$ cat config.mk
export PLATFORM = sky130hd
export DESIGN_NAME = irq_vec_ctrl
export DESIGN_NICKNAME = d
export VERILOG_FILES = /design/src/rtl/irqc_pkg.sv /design/src/rtl/irqc_src_cell.sv /design/src/rtl/irqc_prio_enc.sv /design/src/rtl/irq_vec_ctrl.sv
export SDC_FILE = /design/constraint.sdc
export NUM_CORES = 1
export LEC_CHECK = 0
export BUFFER_PORTS_ARGS = -buffer_cell sky130_fd_sc_hd__buf_2
export CELL_PAD_IN_SITES_DETAIL_PLACEMENT = 1
export CELL_PAD_IN_SITES_GLOBAL_PLACEMENT = 2
export CORE_MARGIN = 1.5
export CORE_UTILIZATION = 30
export DETAILED_ROUTE_END_ITERATION = 7
export PLACE_DENSITY = 0.92
export SLEW_MARGIN = 25
export SYNTH_ARGS = -nofsm -noshare
export SYNTH_HDL_FRONTEND = slang
export SYNTH_SLANG_ARGS = --single-unit
$ cat constraint.sdc
create_clock -name clk -period 4.4 [get_ports clk]
set_input_delay 0.22 -clock clk [delete_from_list [all_inputs] [get_ports clk]]
set_output_delay 0.22 -clock clk [all_outputs]
set_load 0.02 [all_outputs]
$ cat src/rtl/irqc_pkg.sv
package irqc_pkg;
   localparam int unsigned IRQC_NSRC   = 8;
   localparam int unsigned IRQC_DATA_W = 8;
   localparam int unsigned IRQC_VEC_W  = 16;

   typedef enum logic [1:0] {
      RSEL_EN_HI = 2'd0,
      RSEL_EN_LO = 2'd1,
      RSEL_FL_HI = 2'd2,
      RSEL_FL_LO = 2'd3
   } rsel_e;
endpackage

$ cat src/rtl/irqc_src_cell.sv
module irqc_src_cell (
   input  logic clk,
   input  logic rst_n,
   input  logic en_we,
   input  logic en_wd,
   input  logic fl_we,
   input  logic fl_wd,
   input  logic evt,
   output logic en_q,
   output logic fl_q
);
   always_ff @(posedge clk or negedge rst_n) begin
      if (!rst_n) begin
         en_q <= 1'b0;
      end else if (en_we) begin
         en_q <= en_wd;
      end
   end

   // event has precedence over a software write in the same cycle
   always_ff @(posedge clk or negedge rst_n) begin
      if (!rst_n) begin
         fl_q <= 1'b0;
      end else if (evt) begin
         fl_q <= 1'b1;
      end else if (fl_we) begin
         fl_q <= fl_wd;
      end
   end
endmodule

$ cat src/rtl/irqc_prio_enc.sv
module irqc_prio_enc #(
   parameter int unsigned NSRC      = 8,
   parameter bit          LOW_FIRST = 1'b1,
   localparam int unsigned IDX_W    = (NSRC > 1) ? $clog2(NSRC) : 1
) (
   input  logic [NSRC-1:0]  pend,
   output logic             any,
   output logic [IDX_W-1:0] idx
);
   initial begin
      if (NSRC < 2) $error("irqc_prio_enc: NSRC must be at least 2");
   end

   assign any = |pend;

   generate
      if (LOW_FIRST) begin : g_low
         always_comb begin
            idx = '0;
            for (int i = NSRC - 1; i >= 0; i--) begin
               if (pend[i]) idx = IDX_W'(i);
            end
         end
      end else begin : g_high
         always_comb begin
            idx = '0;
            for (int i = 0; i < NSRC; i++) begin
               if (pend[i]) idx = IDX_W'(i);
            end
         end
      end
   endgenerate
endmodule

$ cat src/rtl/irq_vec_ctrl.sv
module irq_vec_ctrl
   import irqc_pkg::*;
#(
   parameter int unsigned NSRC       = IRQC_NSRC,
   parameter int unsigned DATA_W     = IRQC_DATA_W,
   parameter int unsigned ADDR_W     = 8,
   parameter int unsigned VEC_W      = IRQC_VEC_W,
   parameter logic [VEC_W-1:0] VEC_TOP = 16'hFFFA,
   parameter int unsigned VEC_STEP   = 2,
   parameter logic [ADDR_W-1:0] EN_HI_ADDR = 8'hE2,
   parameter logic [ADDR_W-1:0] EN_LO_ADDR = 8'hE3,
   parameter logic [ADDR_W-1:0] FL_HI_ADDR = 8'hE4,
   parameter logic [ADDR_W-1:0] FL_LO_ADDR = 8'hE5
) (
   input  logic              clk,
   input  logic              rst_n,
   input  logic [ADDR_W-1:0] bus_addr,
   input  logic              bus_we,
   input  logic [DATA_W-1:0] bus_wdata,
   output logic [DATA_W-1:0] bus_rdata,
   input  logic [NSRC-1:0]   src_evt,
   input  logic              gie_we,
   input  logic              gie_wd,
   output logic              gie_o,
   input  logic              ack,
   output logic              irq_req,
   output logic [VEC_W-1:0]  irq_vec
);
   localparam int unsigned HALF  = NSRC / 2;
   localparam int unsigned IDX_W = $clog2(NSRC);
   localparam int unsigned LOW_W = DATA_W - HALF;

   initial begin
      if (NSRC % 2 != 0)    $error("irq_vec_ctrl: NSRC must be even");
      if (HALF >= DATA_W)   $error("irq_vec_ctrl: half of NSRC must fit below DATA_W");
      if (VEC_STEP * NSRC >= 2 ** VEC_W) $error("irq_vec_ctrl: vector table overflows");
   end

   // ---------------- address decode ----------------
   logic  hit_en_hi, hit_en_lo, hit_fl_hi, hit_fl_lo;
   rsel_e rsel;
   logic  rhit;

   assign hit_en_hi = (bus_addr == EN_HI_ADDR);
   assign hit_en_lo = (bus_addr == EN_LO_ADDR);
   assign hit_fl_hi = (bus_addr == FL_HI_ADDR);
   assign hit_fl_lo = (bus_addr == FL_LO_ADDR);

   always_comb begin
      rsel = RSEL_EN_HI;
      rhit = 1'b1;
      if      (hit_en_hi) rsel = RSEL_EN_HI;
      else if (hit_en_lo) rsel = RSEL_EN_LO;
      else if (hit_fl_hi) rsel = RSEL_FL_HI;
      else if (hit_fl_lo) rsel = RSEL_FL_LO;
      else                rhit = 1'b0;
   end

   // ---------------- per-source state ----------------
   logic [NSRC-1:0] en_q;
   logic [NSRC-1:0] fl_q;

   generate
      for (genvar i = 0; i < NSRC; i++) begin : g_src
         localparam int unsigned POS = (i < HALF) ? (DATA_W - 1 - i)
                                                  : (DATA_W - 1 - (i - HALF));
         logic en_sel, fl_sel;
         if (i < HALF) begin : g_hi
            assign en_sel = hit_en_hi;
            assign fl_sel = hit_fl_hi;
         end else begin : g_lo
            assign en_sel = hit_en_lo;
            assign fl_sel = hit_fl_lo;
         end
         irqc_src_cell cell_i (
            .clk   (clk),
            .rst_n (rst_n),
            .en_we (bus_we & en_sel),
            .en_wd (bus_wdata[POS]),
            .fl_we (bus_we & fl_sel),
            .fl_wd (bus_wdata[POS]),
            .evt   (src_evt[i]),
            .en_q  (en_q[i]),
            .fl_q  (fl_q[i])
         );
      end
   endgenerate

   logic unused_wdata_low;
   assign unused_wdata_low = ^bus_wdata[LOW_W-1:0];

   // ---------------- read path ----------------
   logic [DATA_W-1:0] en_hi_rd, en_lo_rd, fl_hi_rd, fl_lo_rd;

   always_comb begin
      en_hi_rd = '0;
      en_lo_rd = '0;
      fl_hi_rd = '0;
      fl_lo_rd = '0;
      for (int k = 0; k < HALF; k++) begin
         en_hi_rd[DATA_W-1-k] = en_q[k];
         en_lo_rd[DATA_W-1-k] = en_q[HALF+k];
         fl_hi_rd[DATA_W-1-k] = fl_q[k];
         fl_lo_rd[DATA_W-1-k] = fl_q[HALF+k];
      end
   end

   always_comb begin
      bus_rdata = '0;
      if (rhit) begin
         unique case (rsel)
            RSEL_EN_HI: bus_rdata = en_hi_rd;
            RSEL_EN_LO: bus_rdata = en_lo_rd;
            RSEL_FL_HI: bus_rdata = fl_hi_rd;
            RSEL_FL_LO: bus_rdata = fl_lo_rd;
            default:    bus_rdata = '0;
         endcase
      end
   end

   // ---------------- arbitration ----------------
   logic [NSRC-1:0]  pend;
   logic             any_pend;
   logic [IDX_W-1:0] win_idx;

   assign pend = fl_q & en_q;

   irqc_prio_enc #(
      .NSRC      (NSRC),
      .LOW_FIRST (1'b1)
   ) prio_i (
      .pend (pend),
      .any  (any_pend),
      .idx  (win_idx)
   );

   // ---------------- global enable ----------------
   always_ff @(posedge clk or negedge rst_n) begin
      if (!rst_n) begin
         gie_o <= 1'b0;
      end else if (ack) begin
         gie_o <= 1'b0;
      end else if (gie_we) begin
         gie_o <= gie_wd;
      end
   end

   assign irq_req = gie_o & any_pend;

   // ---------------- vector capture ----------------
   logic [VEC_W-1:0] vec_next;
   assign vec_next = VEC_TOP - (VEC_W'(win_idx) * VEC_W'(VEC_STEP));

   always_ff @(posedge clk or negedge rst_n) begin
      if (!rst_n) begin
         irq_vec <= '0;
      end else if (ack && irq_req) begin
         irq_vec <= vec_next;
      end
   end
endmodule

==> results.toml, run 1 <==
[timing]
finalSetupTns_ns = 0
slew_viol_final = 0
fmax_mhz = 583
period_minus_slack_ns = 1.71
hold_slack_ns = 0.141
finalCritPeriodShare_pct = 39.0
hold_viol_final = 0
setup_viol = 0
finalClockSkew_ns = 0.00217
rsz0062_at_grt = "no"

[worst_setup_path]
crit_path_end_kind = "output pin"
cp-start-kind = "register"
worstPathMaxFanout = 4
crit-reg2reg-launch = "g_src[1].cell_i.fl_q"
worstPathArrival_ns = 1.49
criticalPathCategory = "reg -> out"
worstPathRequired_ns = 4.18
r2r-end = "irq_vec[1]"
regToRegSetupSlack_ns = 2.76
reg2reg_depth = 4

[clocking]
insertion_delay_ns = 0.26
cts.path.max_buffers = 2
cts_setup_buffers = 0
htreeDepth = 1
cts_sinks = 22
cts_root_buf = "clkbuf_8"
cts.reportedPaths.clkPinSlew_ns = 0.07
numCtsBuffers = 3
tritoncts = "done"

[route]
drt_wl_total_um = 3270
drc = 0
vias = 1065
routed_via_density = 4.98
first_pass_iters = 4
drtIter0Drc = 51
ant_nets = 0
wl_per_cell_um = 15.3

[grt]
grt_pass1_wl_um = 5580
antenna_found_initial = 0
grt.total_usage_pct = 14.1
grt_pass1_vias = 1177
grt_max_degree = 23
grt_overflow_total = 0

[logic_synthesis]
synth_cell_types = 33
synth-seq-cells = 22
avgSynthCellArea_sq_um = 10.4
syn_inst = 127
mappedNetlistArea_sq_um = 1330
synth-seq-area-share_pct = 41.5
yosysWarnings = 0

[final_layout]
area_growth_pct = 17.8
nFillCells = 484
multi_input_area_sq_um = 656
final_core_util_pct = 37.9
regArea_sq_um = 551
antenna_cells = 0
layoutNonFillerInstCount = 214
layout.nets = 197
drive_gt1_share_pct = 40.9

[die]
die-area_sq_um = 4820
core_sq_um = 4120
rows = 23
die_w_um = 69.5
start_util_pct = 32.2
chipHeight_um = 69.5
ioPinCount = 56

[power]
seqPwrFrac_pct = 42.2
intPower_uw = 351
ir_worst_vdd_mv = 0.0907
p_leak_uw = 0.000749
power_density_nw_per_um2 = 360
netSwitchingPower_uw = 211
comb_power_share_pct = 36.3
power.share.switching_pct = 37.6
clockPowerShare_pct = 21.6

[min_path]
min_path_type = "in -> reg"
whs_path_depth = 2
holdPathEnd = "gie_o"
hp-start = "ack"

[place]
port_buffers = 46
dp_hpwl_um = 2690
gp_congestion = 0.859
placed_cells = 210

[flow_run]
cap_violations = 0

[status]
status = "finished clean"
==> per-layer routing <==
layer	GRT usage (%)	share of wire (%)	vias up
met4	4.79	1.1	0
met1	17.3	42	522
met5	0	0	-
met2	25.2	54	20
met3	1.89	2.8	4
li1	-	-	519
==> logic make-up (layout without fill, tap and decap cells) <==
group                    count (synthesis)  count (layout)  share of synthesized area [%]
other                                    1               5                          0.283
AND/OR/NAND/NOR                         40              40                           18.9
adder cells (fa/ha/maj)                  1               1                          0.944
multiplexers                            16              16                           13.0
buffers and inverters                   20              53                           10.1
flip-flops                              22              22                           41.5
AO/OA/AOI/OAI                           27              27                           15.2
==> power groups by stage <==
stage          clock network, uW  logic (uW)  registers, uW
2_1_floorplan                  0         167            258
3_3_place_gp                   0         202            239
3_5_place_dp                   0         205            241
4_1_cts                      123         207            238
5_1_grt                      129         217            242
6_report                     121         204            237
==> registers in the layout, summed over array words and instances, names as in the netlist <==
signal	flops
gie_o	1
irq_vec	5
g_src.cell_i.en_q	8
g_src.cell_i.fl_q	8
==> final cells by class <==
type / count / share of cell area, %
clock buffers: 3 / 2.64
inverters: 3 / 0.721
multi-input cells: 89 / 42.0
flip-flops and latches: 22 / 35.3
well taps: 50 / 4.01
repair buffers: 47 / 15.4
==> worst max-delay path, stage by stage (launching register included) <==
cell and delay (ns):
dfrtp_1 0.42, a22oi_1 0.31, nand4_1 0.16, and2_1 0.19
buf_2 0.15
==> how the worst max path moves through the flow <==
stage                              start                    to  cells after the start
CTS                 g_src[1].cell_i.fl_q               irq_req                      4
floorplan                    bus_addr[3]          bus_rdata[4]                      3
global route        g_src[1].cell_i.fl_q               irq_req                      4
global placement             bus_addr[3]  g_src[1].cell_i.en_q                      5
detailed placement           bus_addr[3]  g_src[0].cell_i.en_q                      5
finish              g_src[1].cell_i.fl_q               irq_req                      4
==> what timing repair did <==
item	4_1_cts	5_1_grt
resized for setup	0	0
hold buffers	1	0
endpoints found under the setup margin	0	0
hold endpoints to repair	22	0
==> layout by cell type (no fill, tap or decap), types with 3 or more instances in the layout <==
master    count
mux2i_1       6
nor2b_1       6
mux2_2       10
buf_2        46
inv_1         3
and3_2        4
nor2_1        5
clkbuf_8      3
a211o_1       4
dfrtp_1      22
a22oi_1       4
a21oi_1       5
nor3_1        4
conb_1        5
a211oi_1      8
nand3_1       3
nand2_1       6
==> metrics by stage <==
stage / setup slack, ns / instance area, sq um / power (uW)
after floorplan: 2.89 / 1340 / 425
after global placement: 2.73 / 1510 / 441
after detailed placement: 2.70 / 1510 / 447
after CTS: 2.67 / 1560 / 568
after global routing: 2.57 / 1560 / 588
final: 2.69 / 1560 / 562
==> synth_stat cells (all sizes together) <==
cell / number / area share (%)
nor2: 5 / 1.4
nor2b: 6 / 2.8
nand4: 2 / 0.94
a32oi: 1 / 0.66
o211ai: 1 / 0.57
a211oi: 8 / 4.5
and3: 6 / 3.6
a21oi: 5 / 1.9
a22oi: 4 / 2.3
a211o: 4 / 2.6
buf: 17 / 9.3
and2: 2 / 0.94
or2b: 1 / 0.66
nand2: 6 / 1.7
o2bb2ai: 1 / 0.66
a21boi: 1 / 0.57
nor3b: 2 / 2.0
nand2b: 2 / 0.94
ha: 1 / 0.94
nand3: 3 / 1.1
conb: 1 / 0.28
mux2i: 6 / 4.5
and4bb: 1 / 1.2
dfrtp: 22 / 42
inv: 3 / 0.85
a2bb2oi: 1 / 0.66
a32o: 1 / 0.76
nor3: 4 / 1.5
mux2: 10 / 8.5
Note: power is estimated with default switching activity, not from simulation.
==> inputs of run 2 (changes only) <==
--- a/config.mk
+++ b/config.mk
@@ -9,9 +9,9 @@
 export CELL_PAD_IN_SITES_DETAIL_PLACEMENT = 1
 export CELL_PAD_IN_SITES_GLOBAL_PLACEMENT = 2
 export CORE_MARGIN = 1.5
-export CORE_UTILIZATION = 30
+export CORE_UTILIZATION = 28
 export DETAILED_ROUTE_END_ITERATION = 7
-export PLACE_DENSITY = 0.92
+export PLACE_DENSITY = 0.87
 export SLEW_MARGIN = 25
 export SYNTH_ARGS = -nofsm -noshare
 export SYNTH_HDL_FRONTEND = slang
==> constraint.sdc (replaced) <==
create_clock -name clk -period 1.6 [get_ports clk]
set_input_delay 0.08 -clock clk [delete_from_list [all_inputs] [get_ports clk]]
set_output_delay 0.08 -clock clk [all_outputs]
set_load 0.02 [all_outputs]
==> run 2 against run 1 <==
  * Non-clock buffer count grew 7
  * Sequential power grew to 2.8 times the previous value
  * Critical path depth unchanged
  * Sequential share of layout area shrank 1.9 points
  * Flip-flop and latch count unchanged
  * Cell count increased by 4.7%
  * The run now ends with DRC left
  * Power rose to 2.9 times the previous value
  * Clock skew up 0.00058 ns
  * Via count rose by 7.1%
  * First-iteration DRC count grew 86%
==> results.toml, run 2 (synthesis gave the netlist of run 1 again) <==
[clocking]
tritoncts = "done"
cts.reportedPaths.clkPinSlew_ns = 0.08
insertion_delay_ns = 0.26
cts.path.max_buffers = 2
cts_setup_buffers = 0
htreeDepth = 1
cts_sinks = 22
numCtsBuffers = 3
cts_root_buf = "clkbuf_8"

[timing]
finalSetupTns_ns = 0
setup_viol = 0
hold_slack_ns = 0.00841
finalCritPeriodShare_pct = 94.1
max_slew_margin_pct = 66.2
slew_viol_final = 0
layout_setup_ws_ns = 0.0951
fmax_mhz = 665
finalClockSkew_ns = 0.00274
period_minus_slack_ns = 1.50
hold_viol_final = 0
worst_pin_slew_ns = 0.507

[worst_setup_path]
r2r-end = "irq_vec[2]"
crit_path_end_kind = "output pin"
worstPathMaxFanout = 4
criticalPathCategory = "reg -> out"
crit-reg2reg-launch = "g_src[5].cell_i.en_q"
regToRegSetupSlack_ns = 0.14
worstPathRequired_ns = 1.52
crit_start = "g_src[5].cell_i.en_q"
worstPathArrival_ns = 1.42
cp-start-kind = "register"
reg2reg_depth = 4

[route]
drc = 2
drt_wl_total_um = 3620
first_pass_iters = 6
ant_nets = 0
vias = 1141
routed_via_density = 5.09
wl_per_cell_um = 16.2
drtIter0Drc = 95

[place]
dp_hpwl_um = 2850
placed_cells = 218
place_ws_ns = 0.0278
port_buffers = 46
gp_congestion = 0.873

[grt]
grt_max_degree = 23
grt_pass1_vias = 1221
grt.total_usage_pct = 15.0
grt_overflow_total = 0
antenna_found_initial = 0
grt_pass1_wl_um = 6030

[flow_run]
cap_violations = 0

[final_layout]
top_regs = "g_src.cell_i.en_q: 8 flops, g_src.cell_i.fl_q: 8 flops, irq_vec: 5 flops"
area_growth_pct = 24.7
final_cell_mix = "buf_2 (46), dfrtp_1 (22), mux2_2 (10)"
layoutNonFillerInstCount = 224
mostFrequentLayoutCell = "buf_2"
final_core_util_pct = 37.2
antenna_cells = 0
layout.nets = 204
drive_gt1_share_pct = 45.3

[die]
ioPinCount = 56
rows = 24
core_sq_um = 4440
chipHeight_um = 71.8
die-area_sq_um = 5150
start_util_pct = 29.8
die_w_um = 71.8

[power]
power_density_nw_per_um2 = 982
ir_worst_vdd_mv = 0.271
p_leak_uw = 0.000790

[min_path]
min_path_type = "in -> reg"
hp-start = "src_evt[6]"
holdPathEnd = "g_src[6].cell_i.fl_q"
whs_path_depth = 2

[status]
violations = "DRC"
status = "finished with violations"
[run 2: cell types whose count changed in the layout (fill, tap and decap cells not counted)]
cell,delta
dlygate4sd3_1,+1
a21boi_1,+1
buf_4,+6
a22oi_1,-4
a22oi_2,+4
a21boi_0,-1
clkbuf_8,+1
[run 2: repair_timing]
item / in CTS / in global routing
endpoints found under the setup margin: 2 / 4
resized for setup: 2 / 3
hold buffers: 2 / 0
endpoints found under the hold margin: 23 / 0
[run 2: power by group]
part	leakage (uW)	internal (uW)	total (uW)	switching (uW)
clock network	0.0000288	219	392	173
registers	0.000249	603	653	50.7
logic	0.000512	203	577	374
total	0.000790	1020	1620	598
[run 2: worst max path at each step]
stage                                 to  depth (start not counted)  slack, ns
global placement    g_src[0].cell_i.en_q                          5       0.07
CTS                              irq_req                          4       0.02
floorplan                     irq_vec[1]                          4       0.17
finish                           irq_req                          4        0.1
detailed placement  g_src[3].cell_i.en_q                          5       0.03
global route                     irq_req                          4     -0.002
[run 2: per-stage QoR]
step	instance area, sq um	power (uW)
finish	1650	1620
CTS	1640	1640
global placement	1560	1220
floorplan	1340	1170
detailed placement	1560	1240
global route	1650	1710
[run 2: per-layer routing]
layer	up-vias	part of all wire (%)	track usage, %
li1	541	-	-
met1	568	41	18.6
met2	26	53	25.7
met3	6	3.8	2.81
met4	0	1.8	6.08
met5	-	0	0
[run 2: final cells by class]
class / count / area [sq um]
Sequential cell: 22 / 551
Inverter: 3 / 11.3
Timing Repair Buffer: 54 / 295
Tap cell: 52 / 65.1
Multi-Input combinational cell: 89 / 676
Clock buffer: 4 / 55.1
Fill cell: 546 / 2790
[run 2: critical path, cell delays in order (launching register included)]
cell	delay [ns]
dfrtp_1	0.43
a22oi_2	0.26
nand4_1	0.15
and2_1	0.18
buf_2	0.15
==> inputs of run 3 (changes only) <==
--- a/config.mk
+++ b/config.mk
@@ -9,9 +9,10 @@
 export CELL_PAD_IN_SITES_DETAIL_PLACEMENT = 1
 export CELL_PAD_IN_SITES_GLOBAL_PLACEMENT = 2
 export CORE_MARGIN = 1.5
-export CORE_UTILIZATION = 28
+export CORE_UTILIZATION = 26
 export DETAILED_ROUTE_END_ITERATION = 7
-export PLACE_DENSITY = 0.87
+export PLACE_DENSITY = 0.82
+export REMOVE_ABC_BUFFERS = 1
 export SLEW_MARGIN = 25
 export SYNTH_ARGS = -nofsm -noshare
 export SYNTH_HDL_FRONTEND = slang
==> run 3 against run 2 <==
  * The flow now finishes without violations
  * Die area rose by 7.4%
  * Critical path type unchanged
  * Via count decreased by 1.1%
  * Worst hold slack got worse by 0.0055 ns
  * Largest power group unchanged
  * Worst setup slack worse by 0.015 ns
  * Utilization is 0.98 points lower
  * Cell count increased by 11%
  * Sequential share of layout area shrank 1.7 points
  * Combinational power grew 1%
  * Count of clock-buffer cells in the layout is the same
  * First-iteration DRC count is 68% lower
  * Routed wire length shrank 4.7%
==> results.toml, run 3 (synthesis gave the netlist of run 1 again) <==
[status]
status = "finished clean"

[power]
p_leak_uw = 0.000832
ir_worst_vdd_mv = 0.327
power_density_nw_per_um2 = 935
p_total_uw = 1630

[die]
rows = 25
chipHeight_um = 74.4
die-area_sq_um = 5530
core_sq_um = 4820
ioPinCount = 56
start_util_pct = 27.5
die_w_um = 74.4

[route]
drtIter0Drc = 30
first_pass_iters = 4
routed_via_density = 4.55
drt_wl_total_um = 3450
drc = 0
ant_nets = 0
vias = 1129
wl_per_cell_um = 13.9

[final_layout]
multi_input_area_sq_um = 676
layout.nets = 213
top_regs = "g_src.cell_i.en_q: 8 flops, g_src.cell_i.fl_q: 8 flops, irq_vec: 5 flops"
layoutNonFillerInstCount = 248
area_growth_pct = 31.6
mostFrequentLayoutCell = "buf_2"
drive_gt1_share_pct = 47.5
regArea_sq_um = 551
nFillCells = 593
final_area_sq_um = 1740
antenna_cells = 0
final_cell_mix = "buf_2 (45), dfrtp_1 (22), buf_4 (15)"

[worst_setup_path]
crit_path_end_kind = "output pin"
critPathMaxStageDelay_ns = 0.39
worst_path_max_delay_cell = "dfrtp_1"
worstPathMaxFanout = 3
crit_buf_inv = 1
cp-start-kind = "register"
worstPathRequired_ns = 1.52
path_cells = "a22oi_2 > nand4_1 > and2_1 > buf_2"
crit_family = "flip-flops"
worstPathArrival_ns = 1.44
criticalPathCategory = "reg -> out"

[timing]
worst_pin_slew_ns = 0.515
setup_viol = 0
max_slew_margin_pct = 65.7
finalClockSkew_ns = 0.00107
period_minus_slack_ns = 1.52
finalSetupTns_ns = 0
finalCritPeriodShare_pct = 95.0
fmax_mhz = 658
hold_viol_final = 0
slew_viol_final = 0
rsz0062_at_grt = "yes"

[place]
placed_cells = 241
dp_hpwl_um = 2810
placed_cell_area_sq_um = 1640
port_buffers = 46
gp_congestion = 0.745

[clocking]
htreeDepth = 1
cts_root_buf = "clkbuf_8"
numCtsBuffers = 3
tritoncts = "done"
cts_setup_buffers = 0
cts.reportedPaths.clkPinSlew_ns = 0.08
insertion_delay_ns = 0.26
cts_sinks = 22
cts.path.max_buffers = 2

[grt]
antenna_found_initial = 0
grt_max_degree = 23
grt_pass1_wl_um = 5560
grt.total_usage_pct = 13.1
grt_overflow_total = 0
grt_pass1_vias = 1149

[flow_run]
cap_violations = 0

[min_path]
min_path_type = "in -> reg"
## run 3: power breakdown
| part | internal, uW | switching (uW) |
|---|---|---|
| Clock | 219 | 179 |
| Sequential | 603 | 46.7 |
| Combinational | 210 | 373 |
## run 3: worst register-to-register path: cells and delay by family (launching register included)
kind	cells	cell delay, ns
AO/OA/AOI/OAI	1	0.27
flip-flops	1	0.39
multiplexers	1	0.35
AND/OR/NAND/NOR	2	0.37
## run 3: final cells by class
class	count	area share [%]
Timing Repair Buffer	63	21.1
Multi-Input combinational cell	89	38.7
Sequential cell	22	31.6
Clock buffer	4	3.16
Inverter	3	0.646
Tap cell	67	4.81
## run 3: final timing paths
| kind | start | endpoint | slack (ns) | cells after the start |
|---|---|---|---|---|
| hold reg to reg | irq_vec[1] | irq_vec[1] | 0.50 | 1 |
| max in group asynchronous | rst_n | g_src[0].cell_i.en_q | 0.94 | 2 |
| setup reg to reg | g_src[5].cell_i.en_q | irq_vec[2] | 0.11 | 4 |
| setup / recovery | g_src[5].cell_i.en_q | irq_req | 0.08 | 4 |
| hold / removal | src_evt[5] | g_src[5].cell_i.fl_q | 0.003 | 2 |
| min in group asynchronous | rst_n | g_src[6].cell_i.fl_q | 0.32 | 2 |
## run 3: what timing repair did
item | 4_1_cts | 5_1_grt
setup endpoints to repair | 4 | 6
resized for setup | 2 | 4
hold endpoints to repair | 24 | 0
hold buffers | 3 | 0
gates cloned | 0 | 0
## run 3: through the flow
step	worst slack (ns)	hold WS, ns	util, %
after CTS	0.00623	0.00186	35.9
after floorplan	-0.299	-0.216	-
after global placement	0.0433	0.0804	34.0
final	0.0802	0.00287	36.2
after global routing	-0.00718	0.00155	36.2
after detailed placement	-0.0189	0.0765	34.0
## run 3: layer usage
layer,part of all wire [%],track usage (%)
met4,0.72,2.42
met5,0,0
met2,50,22.0
met1,46,17.9
met3,2.9,2.03
